### src/rtl/hk3_pkg.sv
package hk3_pkg;
    localparam int TAPS = 3;
    localparam int WIN  = 2 * TAPS - 1;
    localparam int NFAC = 6;

    // scale factor slots; the same index selects the matching sample term
    localparam int FI_W0  = 0;
    localparam int FI_W01 = 1;
    localparam int FI_W1  = 2;
    localparam int FI_W02 = 3;
    localparam int FI_W12 = 4;
    localparam int FI_W2  = 5;
endpackage

### src/rtl/hk3_coef_bank.sv
module hk3_coef_bank
    import hk3_pkg::*;
#(
    parameter int CW = 8
) (
    input  logic                     clk,
    input  logic                     rst_n,
    input  logic                     ld,
    input  logic [TAPS*CW-1:0]       coef_in,
    output logic [NFAC*(CW+1)-1:0]   fac_out
);
    localparam int FW = CW + 1;

    typedef struct packed {
        logic [NFAC-1:0][FW-1:0] fac;
    } bank_t;

    bank_t st_d, st_q;
    logic signed [FW-1:0] w [TAPS];

    for (genvar i = 0; i < TAPS; i++) begin : g_tap
        assign w[i] = FW'($signed(coef_in[i*CW +: CW]));
    end

    always_comb begin
        st_d = st_q;
        if (ld) begin
            st_d.fac[FI_W0]  = w[0];
            st_d.fac[FI_W01] = w[0] + w[1];
            st_d.fac[FI_W1]  = w[1];
            st_d.fac[FI_W02] = w[0] + w[2];
            st_d.fac[FI_W12] = w[1] + w[2];
            st_d.fac[FI_W2]  = w[2];
        end
    end

    always_ff @(posedge clk or negedge rst_n) begin
        if (!rst_n) st_q <= '0;
        else        st_q <= st_d;
    end

    assign fac_out = st_q.fac;
endmodule

### src/rtl/hk3_pre_add.sv
module hk3_pre_add
    import hk3_pkg::*;
#(
    parameter int SW = 8
) (
    input  logic [WIN*SW-1:0]       x_in,
    output logic [NFAC*(SW+2)-1:0]  term_out
);
    localparam int TW = SW + 2;

    logic signed [TW-1:0] xs [WIN];
    logic signed [TW-1:0] t  [NFAC];

    for (genvar k = 0; k < WIN; k++) begin : g_ext
        assign xs[k] = TW'($signed(x_in[k*SW +: SW]));
    end

    always_comb begin
        t[FI_W0]  = xs[0] - xs[1] - xs[2];
        t[FI_W01] = xs[1];
        t[FI_W1]  = xs[2] - xs[1] - xs[3];
        t[FI_W02] = xs[2];
        t[FI_W12] = xs[3];
        t[FI_W2]  = xs[4] - xs[2] - xs[3];
    end

    for (genvar f = 0; f < NFAC; f++) begin : g_pack
        assign term_out[f*TW +: TW] = t[f];
    end
endmodule

### src/rtl/hk3_mul_net.sv
module hk3_mul_net
    import hk3_pkg::*;
#(
    parameter int SW = 8,
    parameter int CW = 8
) (
    input  logic [NFAC*(CW+1)-1:0]      fac_in,
    input  logic [NFAC*(SW+2)-1:0]      term_in,
    output logic [TAPS*(CW+SW+5)-1:0]   sum_out
);
    localparam int FW = CW + 1;
    localparam int TW = SW + 2;
    localparam int PW = FW + TW;
    localparam int AW = PW + 2;

    logic signed [PW-1:0] p [NFAC];
    logic signed [AW-1:0] s [TAPS];

    for (genvar f = 0; f < NFAC; f++) begin : g_mul
        logic signed [FW-1:0] fv;
        logic signed [TW-1:0] tv;
        assign fv   = $signed(fac_in[f*FW +: FW]);
        assign tv   = $signed(term_in[f*TW +: TW]);
        assign p[f] = PW'(fv) * PW'(tv);
    end

    always_comb begin
        s[0] = AW'(p[FI_W01]) + AW'(p[FI_W02]) + AW'(p[FI_W0]);
        s[1] = AW'(p[FI_W01]) + AW'(p[FI_W12]) + AW'(p[FI_W1]);
        s[2] = AW'(p[FI_W02]) + AW'(p[FI_W12]) + AW'(p[FI_W2]);
    end

    for (genvar j = 0; j < TAPS; j++) begin : g_out
        assign sum_out[j*AW +: AW] = s[j];
    end
endmodule

### src/rtl/hk3_sat.sv
module hk3_sat
    import hk3_pkg::*;
#(
    parameter int AW = 21,
    parameter int OW = 16
) (
    input  logic [TAPS*AW-1:0] sum_in,
    output logic [TAPS*OW-1:0] y_out
);
    localparam logic signed [AW-1:0] HI = AW'((64'sd1 <<< (OW - 1)) - 64'sd1);
    localparam logic signed [AW-1:0] LO = -HI - AW'(1);

    for (genvar j = 0; j < TAPS; j++) begin : g_lane
        logic signed [AW-1:0] v;
        assign v = $signed(sum_in[j*AW +: AW]);
        always_comb begin
            if (v > HI)      y_out[j*OW +: OW] = HI[OW-1:0];
            else if (v < LO) y_out[j*OW +: OW] = LO[OW-1:0];
            else             y_out[j*OW +: OW] = v[OW-1:0];
        end
    end
endmodule

### src/rtl/hk3_filter.sv
module hk3_filter
    import hk3_pkg::*;
#(
    parameter int SW   = 8,
    parameter int CW   = 8,
    parameter int OW   = 16,
    parameter bit PIPE = 1'b1
) (
    input  logic               clk,
    input  logic               rst_n,
    input  logic               coef_ld,
    input  logic [TAPS*CW-1:0] coef_in,
    input  logic               in_vld,
    input  logic [WIN*SW-1:0]  x_in,
    output logic               out_vld,
    output logic [TAPS*OW-1:0] y_out
);
    localparam int FW = CW + 1;
    localparam int TW = SW + 2;
    localparam int AW = CW + SW + 5;

    logic [NFAC*FW-1:0]  fac;
    logic [NFAC*TW-1:0]  term;
    logic [TAPS*AW-1:0]  sum;
    logic [TAPS*OW-1:0]  y_sat;

    hk3_coef_bank #(.CW(CW)) u_bank (
        .clk(clk), .rst_n(rst_n), .ld(coef_ld), .coef_in(coef_in), .fac_out(fac)
    );

    hk3_pre_add #(.SW(SW)) u_pre (
        .x_in(x_in), .term_out(term)
    );

    hk3_mul_net #(.SW(SW), .CW(CW)) u_mul (
        .fac_in(fac), .term_in(term), .sum_out(sum)
    );

    hk3_sat #(.AW(AW), .OW(OW)) u_sat (
        .sum_in(sum), .y_out(y_sat)
    );

    if (PIPE) begin : g_reg
        typedef struct packed {
            logic               vld;
            logic [TAPS*OW-1:0] y;
        } out_t;

        out_t st_d, st_q;

        always_comb begin
            st_d     = st_q;
            st_d.vld = in_vld;
            if (in_vld) st_d.y = y_sat;
        end

        always_ff @(posedge clk or negedge rst_n) begin
            if (!rst_n) st_q <= '0;
            else        st_q <= st_d;
        end

        assign out_vld = st_q.vld;
        assign y_out   = st_q.y;
    end else begin : g_comb
        assign out_vld = in_vld;
        assign y_out   = y_sat;
    end
endmodule

### config.mk
export PLATFORM = sky130hd
export DESIGN_NAME = hk3_filter
export DESIGN_NICKNAME = d
export VERILOG_FILES = /design/src/rtl/hk3_pkg.sv /design/src/rtl/hk3_coef_bank.sv /design/src/rtl/hk3_pre_add.sv /design/src/rtl/hk3_mul_net.sv /design/src/rtl/hk3_sat.sv /design/src/rtl/hk3_filter.sv
export SDC_FILE = /design/constraint.sdc
export NUM_CORES = 2
export LEC_CHECK = 0
export BUFFER_PORTS_ARGS = -buffer_cell sky130_fd_sc_hd__buf_2
export CAP_MARGIN = 20
export CORE_MARGIN = 2
export CORE_UTILIZATION = 31
export CTS_CLUSTER_DIAMETER = 40
export DETAILED_ROUTE_END_ITERATION = 10
export MAX_ROUTING_LAYER = met4
export PLACE_DENSITY = 0.54
export RECOVER_POWER = 50
export SETUP_SLACK_MARGIN = 0.15
export SLEW_MARGIN = 40
export SYNTH_ARGS = -nofsm -noshare
export SYNTH_HDL_FRONTEND = slang
export SYNTH_SLANG_ARGS = --single-unit
### constraint.sdc
create_clock -name clk -period 11.37 [get_ports clk]
set_input_delay 1.7055 -clock clk [delete_from_list [all_inputs] [get_ports clk]]
set_output_delay 1.7055 -clock clk [all_outputs]
set_load 0.1 [all_outputs]
==> impl_metrics.yaml <==
placement:
  globalplace.congestion: 0.886
  dp_hpwl_um: 62700
  io_buffers: 116
  dp_slack_ns: 0.217
  dp_cells: 4154
job:
  drv_cap: 3
cts:
  clkSlewWorstSetupHoldPaths_ns: 0.09
  cts-root-buf: "clkbuf_16"
  cts_tree: "done"
  hold_buffers: 0
  postCtsSetupBuffers: 0
  cts-resized-gates: 0
  clock_sinks: 100
  clockBufferDepth: 2
  clk_latency_ns: 0.40
  cts_max_level: 3
  cts-buffers-inserted: 9
logic_synthesis:
  synth_area_leaders: "fa_1 (38%), ha_1 (14%), inv_1 (10%)"
  synth_top_area_share_pct: 38.5
  async_flop_share_pct: 100
  synth_edf_count: 0
  syn-cell-area_um2: 27200
  ys_ff_latch: 100
  syn_nets: 3804
  ys_types: 61
  synth_top_cell_by_area: "fa_1"
  ys_warn_count: 0
  syn_inst: 2917
  synth_ff_type: "dfrtp_1"
  syn_avg_cell_area_um2: 9.31
  ys_seq_area_share_pct: 9.22
status:
  outcome: "finished with violations"
  failed_checks: "max-capacitance violations, max-slew violations"
finish:
  synthToLayoutAreaGrowth_pct: 8.70
  final_nets: 3897
  layout-drive-gt1-share_pct: 7.76
  final_cells: 4178
timing:
  fin_tns_setup_ns: 0
  setup_viol: 0
  fmax_mhz: 93.5
  clock_skew_ns: 0.0260
  setup_ws_ns: 0.675
  timing.slew.headroom_pct: -120
  whs_ns: 0.510
  finalMaxSlewViolations: 161
  finalCritPeriodShare_pct: 94.1
  hold_violations: 0
  worstMarginPinSlew_ns: 3.30
  rsz0062_at_grt: "no"
  finalCriticalPeriod_ns: 10.69
floorplan:
  dieArea_um2: 90000
  start_util_pct: 31.3
  fp.coreArea_um2: 86800
  ios: 117
  die_h_um: 300
  die_x_um: 300
  num_rows: 108
global_routing:
  grt_pass1_vias: 19771
  antenna_found_initial: 9
  grt_usage_pct: 16.9
  grt_first_pass_wirelength_um: 114000
  gr-total-overflow: 0
  grt_max_degree: 64
critical_path:
  cp.required_ns: 11.67
  worstSetupEndpointType: "flip-flop"
  critPathMaxFanout: 10
  max_stage_delay_ns: 0.71
  critical_path_class: "in2reg"
  crit_family: "adder cells"
  cp-start-kind: "input pin"
  critPathSlowestCell: "fa_1"
  crit_buf_inv: 11
  arrival_ns: 10.99
route:
  drtAntennaViolNets: 0
  dr.pass1.iters: 5
  drt_iter0_drc: 910
  routedWlPerCell_um: 16.9
  drt_wl_total_um: 70800
  drc_errors: 0
  vias: 18930
  avgViaCountPerCell: 4.53
min_path:
  hold_class: "reg2reg"
## logic make-up after synthesis
family	share of synthesized area [%]
xor+xnor	5.16
mux	2.06
compound gates	7.62
simple gates	12.7
flops	9.22
fa+ha+maj	52.2
buf+inv	11.1
## per-stage QoR
| stage | area (um^2) | util, % |
|---|---|---|
| finish | 29500 | 34.0 |
| global route | 29500 | 34.0 |
| CTS | 29500 | 34.0 |
| detailed placement | 29200 | 33.6 |
| global placement | 29100 | 33.6 |
| floorplan | 27200 | - |
## layer usage
metal | wire [um] | up-vias | global-route usage (%)
met5 | 0 | - | -
met4 | 2560 | 0 | 5.70
met3 | 3450 | 58 | 2.05
met2 | 30800 | 366 | 25.2
met1 | 34000 | 9465 | 23.6
li1 | - | 9041 | -
## placed cells by master, fill, tap and decap left out, types with 6 or more instances in the layout
master	count
dfrtp_1	100
o21bai_1	26
o22ai_1	12
o221ai_1	13
o31a_1	10
o211ai_1	13
nand2b_1	50
buf_4	21
a21oi_1	81
nand2_1	220
nor2b_1	13
diode_2	8
ha_1	297
a22o_1	6
xor2_1	54
a21o_1	18
nor2_1	116
fa_1	522
and2_1	220
xnor2_1	95
clkbuf_16	9
buf_2	115
nand3_1	10
a21boi_0	6
a211oi_1	7
o21ai_0	41
or3_1	8
nor3_1	20
o41ai_1	7
or2_2	19
o21a_1	30
inv_1	742
mux2_2	46
## Yosys cell counts (4+ instances only)
cell,number
a22o_1,6
or2_2,19
nor2_1,116
nand3_1,11
buf_2,4
o41ai_1,7
o31a_1,10
ha_1,297
fa_1,522
inv_1,742
o21bai_1,26
o22ai_1,12
o21a_1,30
dfrtp_1,100
o221ai_1,13
a21oi_1,82
nor3_1,20
mux2_2,46
or3_1,8
a21boi_0,6
o2111ai_1,4
a31oi_1,5
mux2i_1,4
a211oi_1,7
xor2_1,54
and2_1,220
o211ai_1,13
a21o_1,18
nand2b_1,50
o21ai_0,41
nor2b_1,14
nand2_1,220
and3_1,5
clkbuf_1,50
xnor2_1,99
## tightest hold or removal path: cells and delay by family, from the launching register on
family | cells | cell delay (ns)
and+or+nand+nor | 2 | 0.12
DFF | 1 | 0.35
## worst paths after layout
| check | startpoint | endpoint | slack [ns] | depth (start not counted) |
|---|---|---|---|---|
| min in group asynchronous | rst_n | y_out[43]$_DFFE_PN0P_ | 2.26 | 1 |
| worst min-delay path | y_out[15]$_DFFE_PN0P_ | y_out[15]$_DFFE_PN0P_ | 0.51 | 2 |
| max in group asynchronous | rst_n | u_bank.fac_out[16]$_DFFE_PN0P_ | 5.09 | 2 |
| worst max register to register | u_bank.fac_out[35]$_DFFE_PN0P_ | y_out[1]$_DFFE_PN0P_ | 1.70 | 35 |
| worst min register to register | y_out[15]$_DFFE_PN0P_ | y_out[15]$_DFFE_PN0P_ | 0.51 | 2 |
| worst max-delay path | x_in[18] | y_out[1]$_DFFE_PN0P_ | 0.68 | 35 |
## sequential cells by signal, summed over array words and instances, names as in the netlist
signal	count
out_vld	1
y_out	48
u_bank.fac_out	51
## cell type report
class / count / area [um^2]
inverter: 742 / 2790
timing repair buffer: 139 / 744
tap: 1155 / 1450
multi-input combinational: 2018 / 21700
clock inverter: 7 / 103
antenna: 8 / 20.0
sequential: 100 / 2500
fill: 9130 / 57200
clock buffer: 9 / 225
Power is left out: the tool's default activity adds up to more than one toggle a clock period on the data nets, which glitch-free logic cannot reach.
